### config.mk
export PLATFORM = sky130hd
export DESIGN_NAME = intack_seq
export DESIGN_NICKNAME = d
export VERILOG_FILES = /design/src/rtl/intack_pkg.sv /design/src/rtl/intack_gap_cnt.sv /design/src/rtl/intack_vec_cap.sv /design/src/rtl/intack_fsm.sv /design/src/rtl/intack_bus_drv.sv /design/src/rtl/intack_seq.sv
export SDC_FILE = /design/constraint.sdc
export NUM_CORES = 1
export LEC_CHECK = 0
export BUFFER_PORTS_ARGS = -buffer_cell sky130_fd_sc_hd__buf_2
export CORE_AREA = 4 4 43 73
export CTS_CLUSTER_DIAMETER = 100
export DETAILED_ROUTE_END_ITERATION = 8
export DIE_AREA = 0 0 47 77
export GPL_TIMING_DRIVEN = 0
export PLACE_DENSITY = 0.71
export SLEW_MARGIN = 20
export SYNTH_ARGS = -nofsm -noshare
export SYNTH_HDL_FRONTEND = slang
export SYNTH_SLANG_ARGS = --single-unit
export TNS_END_PERCENT = 20
### constraint.sdc
create_clock -name clk -period 1 [get_ports clk]
set_input_delay 0.15 -clock clk [delete_from_list [all_inputs] [get_ports clk]]
set_output_delay 0.15 -clock clk [all_outputs]
set_load 0.02 [all_outputs]
### src/rtl/intack_pkg.sv
package intack_pkg;
  localparam int BE_W = 8;
  localparam logic [BE_W-1:0] BE_FIRST  = 8'hEF;
  localparam logic [BE_W-1:0] BE_SECOND = 8'hFE;
  localparam logic [BE_W-1:0] BE_NONE   = 8'hFF;

  typedef enum logic [2:0] {
    ST_IDLE,
    ST_PEND,
    ST_ADS1,
    ST_WAIT1,
    ST_GAP,
    ST_ADS2,
    ST_WAIT2
  } ack_state_e;
endpackage

### src/rtl/intack_gap_cnt.sv
module intack_gap_cnt #(
  parameter int GAP_CLKS = 1
) (
  input  logic clk,
  input  logic rst,
  input  logic load,
  output logic done
);
  localparam int CW = (GAP_CLKS > 1) ? $clog2(GAP_CLKS) : 1;

  logic [CW-1:0] cnt;

  always_ff @(posedge clk) begin
    if (rst) begin
      cnt <= '0;
    end else if (load) begin
      cnt <= CW'(GAP_CLKS - 1);
    end else if (cnt != '0) begin
      cnt <= cnt - 1'b1;
    end
  end

  assign done = (cnt == '0);
endmodule

### src/rtl/intack_vec_cap.sv
module intack_vec_cap #(
  parameter int VEC_W = 8
) (
  input  logic             clk,
  input  logic             rst,
  input  logic             capture,
  input  logic [VEC_W-1:0] din,
  output logic             valid,
  output logic [VEC_W-1:0] vec
);
  always_ff @(posedge clk) begin
    if (rst) begin
      valid <= 1'b0;
      vec   <= '0;
    end else begin
      valid <= capture;
      if (capture) vec <= din;
    end
  end
endmodule

### src/rtl/intack_fsm.sv
module intack_fsm
  import intack_pkg::*;
(
  input  logic       clk,
  input  logic       rst,
  input  logic       irq_req,
  input  logic       accept,
  input  logic       bus_busy,
  input  logic       rdy,
  input  logic       gap_done,
  output ack_state_e state,
  output logic       gap_load,
  output logic       cap_en
);
  ack_state_e nxt;

  always_ff @(posedge clk) begin
    if (rst) state <= ST_IDLE;
    else     state <= nxt;
  end

  always_comb begin
    nxt      = state;
    gap_load = 1'b0;
    cap_en   = 1'b0;
    case (state)
      ST_IDLE:  if (accept && irq_req) nxt = ST_PEND;
      ST_PEND:  if (!bus_busy) nxt = ST_ADS1;
      ST_ADS1:  nxt = ST_WAIT1;
      ST_WAIT1: if (rdy) begin
                  nxt      = ST_GAP;
                  gap_load = 1'b1;
                end
      ST_GAP:   if (gap_done) nxt = ST_ADS2;
      ST_ADS2:  nxt = ST_WAIT2;
      ST_WAIT2: if (rdy) begin
                  nxt    = ST_IDLE;
                  cap_en = 1'b1;
                end
      default:  nxt = ST_IDLE;
    endcase
  end
endmodule

### src/rtl/intack_bus_drv.sv
module intack_bus_drv
  import intack_pkg::*;
#(
  parameter int ADDR_W = 29
) (
  input  ack_state_e        state,
  output logic              ads,
  output logic              lock,
  output logic              dc,
  output logic              mio,
  output logic              wr,
  output logic [BE_W-1:0]   be,
  output logic [ADDR_W-1:0] addr
);
  logic cyc1, cyc2, in_cyc;

  always_comb begin
    cyc1   = (state == ST_ADS1) || (state == ST_WAIT1);
    cyc2   = (state == ST_ADS2) || (state == ST_WAIT2);
    in_cyc = cyc1 || cyc2;
    ads    = (state == ST_ADS1) || (state == ST_ADS2);
    lock   = in_cyc || (state == ST_GAP);
    if (cyc1)      be = BE_FIRST;
    else if (cyc2) be = BE_SECOND;
    else           be = BE_NONE;
    dc   = !in_cyc;
    mio  = !in_cyc;
    wr   = !in_cyc;
    addr = '0;
  end
endmodule

### src/rtl/intack_seq.sv
module intack_seq
  import intack_pkg::*;
#(
  parameter int ADDR_W   = 29,
  parameter int VEC_W    = 8,
  parameter int GAP_CLKS = 1
) (
  input  logic              clk,
  input  logic              rst,
  input  logic              irq_req,
  input  logic              accept,
  input  logic              bus_busy,
  input  logic              rdy,
  input  logic [VEC_W-1:0]  bus_data_lo,
  output logic              bus_ads,
  output logic              bus_lock,
  output logic              bus_dc,
  output logic              bus_mio,
  output logic              bus_wr,
  output logic [BE_W-1:0]   bus_be,
  output logic [ADDR_W-1:0] bus_addr,
  output logic              vec_valid,
  output logic [VEC_W-1:0]  vec_data
);
  ack_state_e state;
  logic       gap_load, gap_done, cap_en;

  intack_fsm u_fsm (
    .clk      (clk),
    .rst      (rst),
    .irq_req  (irq_req),
    .accept   (accept),
    .bus_busy (bus_busy),
    .rdy      (rdy),
    .gap_done (gap_done),
    .state    (state),
    .gap_load (gap_load),
    .cap_en   (cap_en)
  );

  intack_gap_cnt #(.GAP_CLKS(GAP_CLKS)) u_gap (
    .clk  (clk),
    .rst  (rst),
    .load (gap_load),
    .done (gap_done)
  );

  intack_vec_cap #(.VEC_W(VEC_W)) u_cap (
    .clk     (clk),
    .rst     (rst),
    .capture (cap_en),
    .din     (bus_data_lo),
    .valid   (vec_valid),
    .vec     (vec_data)
  );

  intack_bus_drv #(.ADDR_W(ADDR_W)) u_drv (
    .state (state),
    .ads   (bus_ads),
    .lock  (bus_lock),
    .dc    (bus_dc),
    .mio   (bus_mio),
    .wr    (bus_wr),
    .be    (bus_be),
    .addr  (bus_addr)
  );
endmodule

# Word-level counts from Yosys, hierarchy flattened
# Cells that the tools add are included.
classes:
  muxes: 11
  mul: 0
  shifts: 0
  n_div: 0
  n_eq_ne: 11
  bitwise_logic: 1
  reduce_logical: 10
  magnitude_cmp: 0
  add_sub_neg: 1
ops:
  columns: ["cell", "count"]
  rows:
  - ["3-bit one-hot mux with 7 select lines", 1]
  - ["3-bit two-way mux", 5]
  - ["3-bit == test (second input constant)", 3]
  - ["8-bit two-way mux", 1]
  - ["2-bit != test (second input constant)", 4]
  - ["3-bit by 2-bit == test with 1-bit output (second input constant)", 2]
  - ["1-bit logical OR", 5]
  - ["5-bit AND reduction", 1]
  - ["1-bit two-way mux", 4]
  - ["3-bit by 1-bit == test with 1-bit output (second input constant)", 1]
  - ["3-bit logical NOT", 1]
  - ["3-bit OR reduction", 1]
  - ["2-bit by 1-bit != test with 1-bit output (second input constant)", 1]
  - ["1-bit logical AND", 1]
  - ["1-bit logical NOT", 1]
  - ["1-bit inverter", 1]
  - ["1-bit subtractor (second input constant)", 1]
totals:
  input_bits: 14
  ram_bits: 0
  latch_bits: 0
  wordCells: 38
  rom_bits: 0
  reg_bits: 13
  memories: 0

# Depth between registers and ports, before layout
# Gate-level depths: netlist of run 1.
depth:
  ltp_word: 4
  mapped_depth: 5
  ltp_nobuf: 3

# Modules after synthesis
# Synthesis of run 1 repeated with hierarchy kept, for this count alone.
unflattened:
  cells_unflattened: 100
  area_unflattened_um2: 883.3
modules_own_cells:
  columns: ["module", "seq_area_each_um2", "cells_per_inst", "n_inst", "area_each_um2"]
  rows:
  - ["intack_bus_drv", 0.0, 46, 1, 340.3]
  - ["intack_vec_cap", 180.2, 28, 1, 312.8]
  - ["intack_fsm", 60.1, 23, 1, 202.7]
  - ["intack_gap_cnt", 20.0, 3, 1, 27.5]

# Worst setup path after synthesis of run 1
# Ideal clock, no wire load.
synth_timing:
  kind: "reg2out"
  start: "reg u_fsm.state[1]"
  end: "out bus_mio"
  stages_incl_launch_ff: 6
  slack_ns: -0.612
  required_ns: 0.850
  arrival_ns: 1.462
  path_cell_list: "dfxtp_1 -> buf_4 -> nor2b_1 -> o21ai_1 -> and2_1 -> buf_4"
synth_via:
  elab_chain_len: 4
  elab_cells_between_ends: 8
  classes_between: "eq/ne (4); reduce/logical (4)"
synth_rtl:
  columns: ["item", "line", "source"]
  rows:
  - ["from (decl)", "intack_fsm.sv:11", "output ack_state_e state,"]
  - ["from (signal assigned)", "intack_fsm.sv:19", "else state <= nxt;"]
  - ["3-bit by 2-bit == test with 1-bit output or 3-bit == test (tied branches)", "intack_bus_drv.sv:18, intack_bus_drv.sv:19", null]
  - ["1-bit logical OR, on equally long branches", "intack_bus_drv.sv:18, intack_bus_drv.sv:19", null]
  - ["1-bit logical OR (*)", "intack_bus_drv.sv:20", "in_cyc = cyc1 || cyc2;"]
  - ["1-bit logical NOT (*)", null, null]
  - ["to (decl)", "intack_seq.sv:18", "output logic bus_mio,"]
# Every way passes the cells marked *; elsewhere a longest branch is shown, timed or not.

# Worst setup path after layout of run 1
layout_timing:
  start: "reg u_fsm.state[1]"
  end: "out bus_mio"
layout_via:
  elab_chain_len: 4
  elab_cells_between_ends: 8
  classes_between: "eq/ne (4); reduce/logical (4)"
layout_rtl:
  columns: ["item", "line", "source"]
  rows:
  - ["3-bit by 2-bit == test with 1-bit output or 3-bit == test (tied branches)", "intack_bus_drv.sv:18, intack_bus_drv.sv:19", null]
  - ["1-bit logical OR, on equally long branches", "intack_bus_drv.sv:18, intack_bus_drv.sv:19", null]
  - ["1-bit logical OR (*)", "intack_bus_drv.sv:20", null]
  - ["1-bit logical NOT (*)", "intack_bus_drv.sv:27", "mio = !in_cyc;"]
# Marked as above.

==> impl_metrics.csv, run 1 <==
group,metric,value,unit
run_status,status,"finished, violations left",
run_status,violations,"setup timing",
power,p_leak,0.767,nW
run,maxCapViolations,0,
cells_and_area,final_cell_area,0.00141,mm2
sta,final.min_clock_period,1.47,ns
worst_setup_path,worstSetupPathType,"reg -> out",
clock_tree,clock-root-buffer,"clkbuf_8",
floorplan,core_area,0.00252,mm2
routing,avgViaCountPerCell,4.05,
sta,setup_ws,-0.470,ns
clock_tree,cts_tree,"done",
logic_synthesis,synth_edf_count,0,
logic_synthesis,yosysSeqAreaShare,30.4,%
routing,top_layer,"met4",
floorplan,ios,65,
grt,grt_pass1_wl,3.47,mm
placement,preCtsSetupSlack,-0.361,ns
logic_synthesis,synth_top_area_share,34.2,%
worst_setup_path,startpoint,"u_fsm.state[1]",
sta,slew_violations,0,
routing,ant_nets,0,
routing,wire_per_inst,11.6,um
cells_and_area,nets,196,
power,seq_power_share,36.9,%
logic_synthesis,ys_warn_count,0,
routing,vias,839,
clock_tree,clkTransAtPathRegs,0.06,ns
worst_setup_path,reg2reg_to,"u_cap.vec[6]",
sta,hold_viol,0,
worst_setup_path,start_kind,"flip-flop",
clock_tree,cts_buffers,3,
placement,hpwlAfterDp,1.67,mm
cells_and_area,layout-drive-gt1-share,54.7,%
grt,grt.overflow.total,0,
clock_tree,htreeDepth,1,
sta,period_share,147,%
grt,grt_max_degree,11,
logic_synthesis,async_reset_ff_share,0,%
routing,drt_iter0_drc,10,
worst_setup_path,crit_path_end,"bus_mio",
power,power_density,1040,mW/mm2
logic_synthesis,synth_ff_type,"dfxtp_1",
power,switchingPower,0.442,mW
routing,wl,2.41,mm
grt,first_global_vias,848,
cells_and_area,diodes,0,
clock_tree,clockBufferDepth,2,
power,vdd_drop_max,0.428,mV
logic_synthesis,synthTopCellsByArea,"buf_4 34%, dfxtp_1 30%, nand2_1 7.5%",
worst_setup_path,r2r-start,"u_fsm.state[1]",
power,power.internal,1.02,mW
logic_synthesis,yosysUniqueCellTypes,27,
grt,grt_use_total,12.6,%
sta,finClkSkew,0.00333,ns
hold_path,hold_depth,2,
power,power_switching_share,30.2,%
logic_synthesis,syn-cell-area,856,um2
routing,wl_met1,826,um
routing,wl_met3,246,um
worst_setup_path,crit_fanout,3,
logic_synthesis,avgSynthCellArea,8.00,um2
worst_setup_path,critPathRequiredTime,0.85,ns
floorplan,start_util,33.9,%
sta,final-setup-viol-count,19,
sta,rsz0062_at_grt,"true",
logic_synthesis,ys_top_cells_by_count,"39 x buf_4, 17 x nand2_1, 13 x dfxtp_1",
power,power_frac_comb,31.9,%
worst_setup_path,end_kind,"output port",
clock_tree,worstSkewPairLatency,0.24,ns
worst_setup_path,crit_arrival,1.32,ns
placement,place_area,0.00119,mm2
clock_tree,cts.sinks,13,
logic_synthesis,synth.most_common_cell,"buf_4",
logic_synthesis,ys_seq_elements,13,
power,pwr-share-clk,31.1,%
logic_synthesis,yosys.area.top_type,"buf_4",
floorplan,die_h,77,um
floorplan,die-area,0.00362,mm2
routing,first_pass_iters,4,
placement,routabilityCongestion,0.882,
sta,clock.fmax,680,MHz
routing,drc,0,
placement,port_buffers,29,
worst_setup_path,r2r_slack,-0.20,ns
logic_synthesis,syn_inst,107,
worst_setup_path,reg2reg_depth,6,
grt,antenna_found_initial,0,
routing,wl_met2,1.29,mm
hold_path,min_path_type,"in -> reg",
floorplan,rows,24,
cells_and_area,synthToLayoutAreaGrowth,64.9,%
floorplan,die_w,47,um
==> routing by layer <==
| metal | track usage, % | vias up |
|---|---|---|
| met4 | 5.54 | 0 |
| met2 | 21.7 | 50 |
| met1 | 12.4 | 363 |
| met5 | 0 | - |
| met3 | 4.68 | 6 |
| li1 | - | 420 |
==> flip-flops by register name (all words and copies together) (netlist names) <==
signal and cells:
u_cap.vec 8, u_fsm.state 3, u_cap.valid 1, u_gap.cnt 1
==> metrics by stage <==
step	std cells	TNS, ns	hold slack (ns)	power [mW]	utilization, %
after CTS	205	-4.70	0.107	1.45	54.4
final	207	-4.47	0.110	1.46	56.0
after detailed placement	196	-3.26	0.363	0.933	47.4
after global placement	196	-3.02	0.356	0.928	47.4
after global routing	207	-5.36	0.117	1.53	56.0
after floorplan	141	-1.01	0.212	0.875	-
==> critical path, cell delays in order (launching register included) <==
cell,delay (ns)
dfxtp_4,0.35
buf_6,0.12
nor2b_4,0.13
o21ai_4,0.11
and2_4,0.17
buf_6,0.09
buf_6,0.10
==> area by class of cell <==
| class | count | area [um2] |
|---|---|---|
| Tap cell | 26 | 32.5 |
| Inverter | 1 | 3.75 |
| Timing Repair Buffer | 37 | 255 |
| Sequential cell | 13 | 269 |
| Clock buffer | 3 | 41.3 |
| Multi-Input combinational cell | 85 | 482 |
| Fill cell | 223 | 1110 |
| Clock inverter | 1 | 5.00 |
| Buffer | 41 | 323 |
==> how the worst min path moves through the flow <==
stage	startpoint	to	slack [ns]
after global routing	rst	u_cap.vec[1]	0.12
after CTS	rst	u_cap.vec[1]	0.11
after floorplan	rst	u_cap.vec[1]	0.21
after global placement	rst	u_cap.vec[1]	0.36
after detailed placement	rst	u_cap.vec[1]	0.36
final	rst	u_cap.vec[1]	0.11
==> power by group through the flow <==
stage	clock (mW)	sequential (mW)	combinational, mW
after floorplan	0	0.543	0.332
after global placement	0	0.544	0.384
after detailed placement	0	0.545	0.388
after CTS	0.466	0.534	0.454
after global routing	0.493	0.541	0.495
final	0.456	0.540	0.467
==> cell families (layout without fill, tap and decap cells) <==
family | count (synthesis) | count (layout) | share of synthesized area, %
multiplexers | 2 | 2 | 2.49
AND/OR/NAND/NOR | 29 | 29 | 16.8
AO/OA/AOI/OAI | 18 | 18 | 12.4
other | 2 | 36 | 0.878
buffers and inverters | 43 | 83 | 37.0
flip-flops | 13 | 13 | 30.4
==> what timing repair did <==
item	CTS	global route
hold buffers	0	0
setup buffers	5	3
gates resized for setup	23	9
pin swaps	6	3
endpoints found under the setup margin	18	19
==> layout by cell type (no fill, tap or decap), drive strengths merged <==
| master | instances |
|---|---|
| mux2 | 1 |
| a211oi | 1 |
| clkbuf | 4 |
| dfxtp | 13 |
| nor3 | 1 |
| nand3 | 2 |
| and4b | 1 |
| a22o | 1 |
| and2 | 1 |
| clkinv | 1 |
| nor3b | 1 |
| a21oi | 9 |
| o21a | 1 |
| conb | 36 |
| inv | 1 |
| nand4b | 1 |
| nand2b | 1 |
| nor2b | 2 |
| mux2i | 1 |
| nand2 | 17 |
| o21ai | 5 |
| buf | 77 |
| nor2 | 2 |
| a2bb2oi | 1 |
Note: power is estimated with default switching activity, not from simulation.
==> run 2, diff against run 1 <==
--- a/config.mk
+++ b/config.mk
@@ -6,12 +6,12 @@
 export NUM_CORES = 1
 export LEC_CHECK = 0
 export BUFFER_PORTS_ARGS = -buffer_cell sky130_fd_sc_hd__buf_2
-export CORE_AREA = 4 4 43 73
+export CORE_AREA = 4 4 55 57
 export CTS_CLUSTER_DIAMETER = 100
 export DETAILED_ROUTE_END_ITERATION = 8
-export DIE_AREA = 0 0 47 77
+export DIE_AREA = 0 0 59 61
 export GPL_TIMING_DRIVEN = 0
-export PLACE_DENSITY = 0.71
+export PLACE_DENSITY = 0.72
 export SLEW_MARGIN = 20
 export SYNTH_ARGS = -nofsm -noshare
 export SYNTH_HDL_FRONTEND = slang
==> run 2 against run 1 <==
The flow still finishes with violations (setup timing). Global-route usage is 0.082 points lower. Sequential power decreased by 2%. Sequential share of layout area is 0.46 points higher. Critical path depth stayed put. Hold slack got worse by 0.011 ns. Clock power is 30% lower. Critical path type unchanged. Final cell count rose by 0.97%. Largest cell class unchanged. Largest power group unchanged. Critical endpoint unchanged. Setup slack worse by 0.028 ns. Utilization down 0.85 points. Clock skew is 0.0023 ns lower. Total power shrank 10%.
==> impl_metrics.csv, run 2 (synthesis results as in run 1) <==
group,metric,value,unit
run_status,status,"finished, violations left",
run_status,violations,"setup timing",
hold_path,min_from,"rst",
sta,hold_viol,0,
worst_setup_path,reg2reg_depth,6,
clock_tree,cts_buffers,3,
clock_tree,clockBufferDepth,2,
sta,final-setup-viol-count,19,
cells_and_area,layout-drive-gt1-share,50.8,%
cells_and_area,regMostFlops,"u_cap.vec",
sta,tns,-4.92,ns
worst_setup_path,critPathRequiredTime,0.85,ns
cells_and_area,synthToLayoutAreaGrowth,59.5,%
grt,antenna_found_initial,0,
cells_and_area,diodes,0,
floorplan,rows,18,
worst_setup_path,path_depth,6,
sta,slew_violations,0,
routing,drc,0,
grt,grt_max_degree,11,
routing,drt_iter0_drc,10,
worst_setup_path,worstSetupPathType,"reg -> out",
run,maxCapViolations,0,
worst_setup_path,crit_family,"buffers and inverters",
worst_setup_path,end_kind,"output port",
worst_setup_path,slowest_delay,0.33,ns
worst_setup_path,crit_arrival,1.35,ns
clock_tree,ctsHoldBuffers,0,
placement,hpwlAfterDp,1.58,mm
placement,dp.cells,200,
worst_setup_path,crit_fanout,6,
worst_setup_path,r2r-start,"u_fsm.state[1]",
power,finalPower,1.31,mW
sta,final.min_clock_period,1.50,ns
clock_tree,htreeDepth,1,
hold_path,hold_depth,2,
sta,clock.fmax,668,MHz
floorplan,die-area,0.00360,mm2
floorplan,ios,65,
clock_tree,clock-root-buffer,"clkbuf_4",
routing,avgViaCountPerCell,3.82,
hold_path,hold_path_end,"u_cap.vec[1]",
worst_setup_path,r2r_slack,-0.25,ns
cells_and_area,layout_commonest_cell,"buf_4",
cells_and_area,reg_top3,"u_cap.vec: 8 flops, u_fsm.state: 3 flops",
cells_and_area,nets,194,
worst_setup_path,crit_path_top_delay_cell,"dfxtp_2",
clock_tree,cts_tree,"done",
grt,grt_use_total,12.5,%
worst_setup_path,crit_path_frequent_cell,"buf_6",
grt,grt_pass1_wl,3.38,mm
floorplan,core_area,0.00248,mm2
sta,finClkSkew,0.000997,ns
routing,wire_per_inst,10.2,um
placement,port_buffers,29,
routing,ant_nets,0,
hold_path,min_path_type,"in -> reg",
floorplan,start_util,34.5,%
clock_tree,cts.sinks,13,
worst_setup_path,cp_cell_sequence,"buf_6 > nor2b_4 > o21ai_4 > and2_4 > buf_6 > buf_6",
clock_tree,worstSkewPairLatency,0.27,ns
clock_tree,clkTransAtPathRegs,0.08,ns
worst_setup_path,crit_buf_inv,3,
placement,routabilityCongestion,0.719,
worst_setup_path,start_kind,"flip-flop",
cells_and_area,fin_cells,209,
power,power_density,962,mW/mm2
sta,rsz0062_at_grt,"true",
sta,setup_ws,-0.498,ns
power,vdd_drop_max,0.774,mV
routing,wl,2.14,mm
power,p_leak,0.725,nW
routing,first_pass_iters,4,
grt,grt.overflow.total,0,
cells_and_area,final_core_util,55.1,%
grt,first_global_vias,786,
sta,period_share,150,%
floorplan,die_w,59,um
cells_and_area,mostFrequentLayoutCells,"39 x buf_4, 36 x conb_1, 23 x buf_2",
floorplan,die_h,61,um
sta,holdWs,0.0989,ns
cells_and_area,largest_reg_flops,8,
worst_setup_path,reg2reg_to,"u_fsm.state[0]",
routing,vias,798,
-- run 2: layout make-up --
cell class	count	area, um2
flip-flops and latches	13	267
inverters	1	3.75
repair buffers	34	224
well taps	30	37.5
clock buffers	4	26.3
multi-input cells	85	469
fillers	238	1110
plain buffers	42	338
-- run 2: repair_timing --
action,in CTS,in global routing
endpoints found under the setup margin,18,18
buffers inserted,5,0
pin swaps,3,0
hold endpoints to repair,0,0
resized for setup,20,7
gates cloned,0,0
-- run 2: through the flow --
step	area (um2)	setup WS, ns
after floorplan	1020	-0.277
after global placement	1200	-0.330
after detailed placement	1200	-0.366
after CTS	1330	-0.499
after global routing	1370	-0.555
final	1370	-0.498
-- run 2: power breakdown --
part           leakage (nW)  internal (mW)  switching (mW)
registers             0.107          0.525         0.00498
logic                 0.603          0.218           0.248
clock network        0.0150          0.154           0.163
-- run 2: worst max-delay path by stage --
stage                   startpoint  endpoint  slack, ns
floorplan           u_fsm.state[1]   bus_mio      -0.28
global placement    u_fsm.state[0]   bus_mio      -0.33
detailed placement  u_fsm.state[0]    bus_wr      -0.37
CTS                 u_fsm.state[1]   bus_mio      -0.50
global route        u_fsm.state[1]   bus_mio      -0.55
finish              u_fsm.state[0]   bus_mio      -0.50
-- run 2: per-layer routing --
layer	GRT usage (%)	share of wire, %	vias up
met5	0	0	-
met4	9.06	2.3	0
met3	2.77	9.1	4
met2	24.9	57	38
met1	10.7	31	338
li1	-	-	418
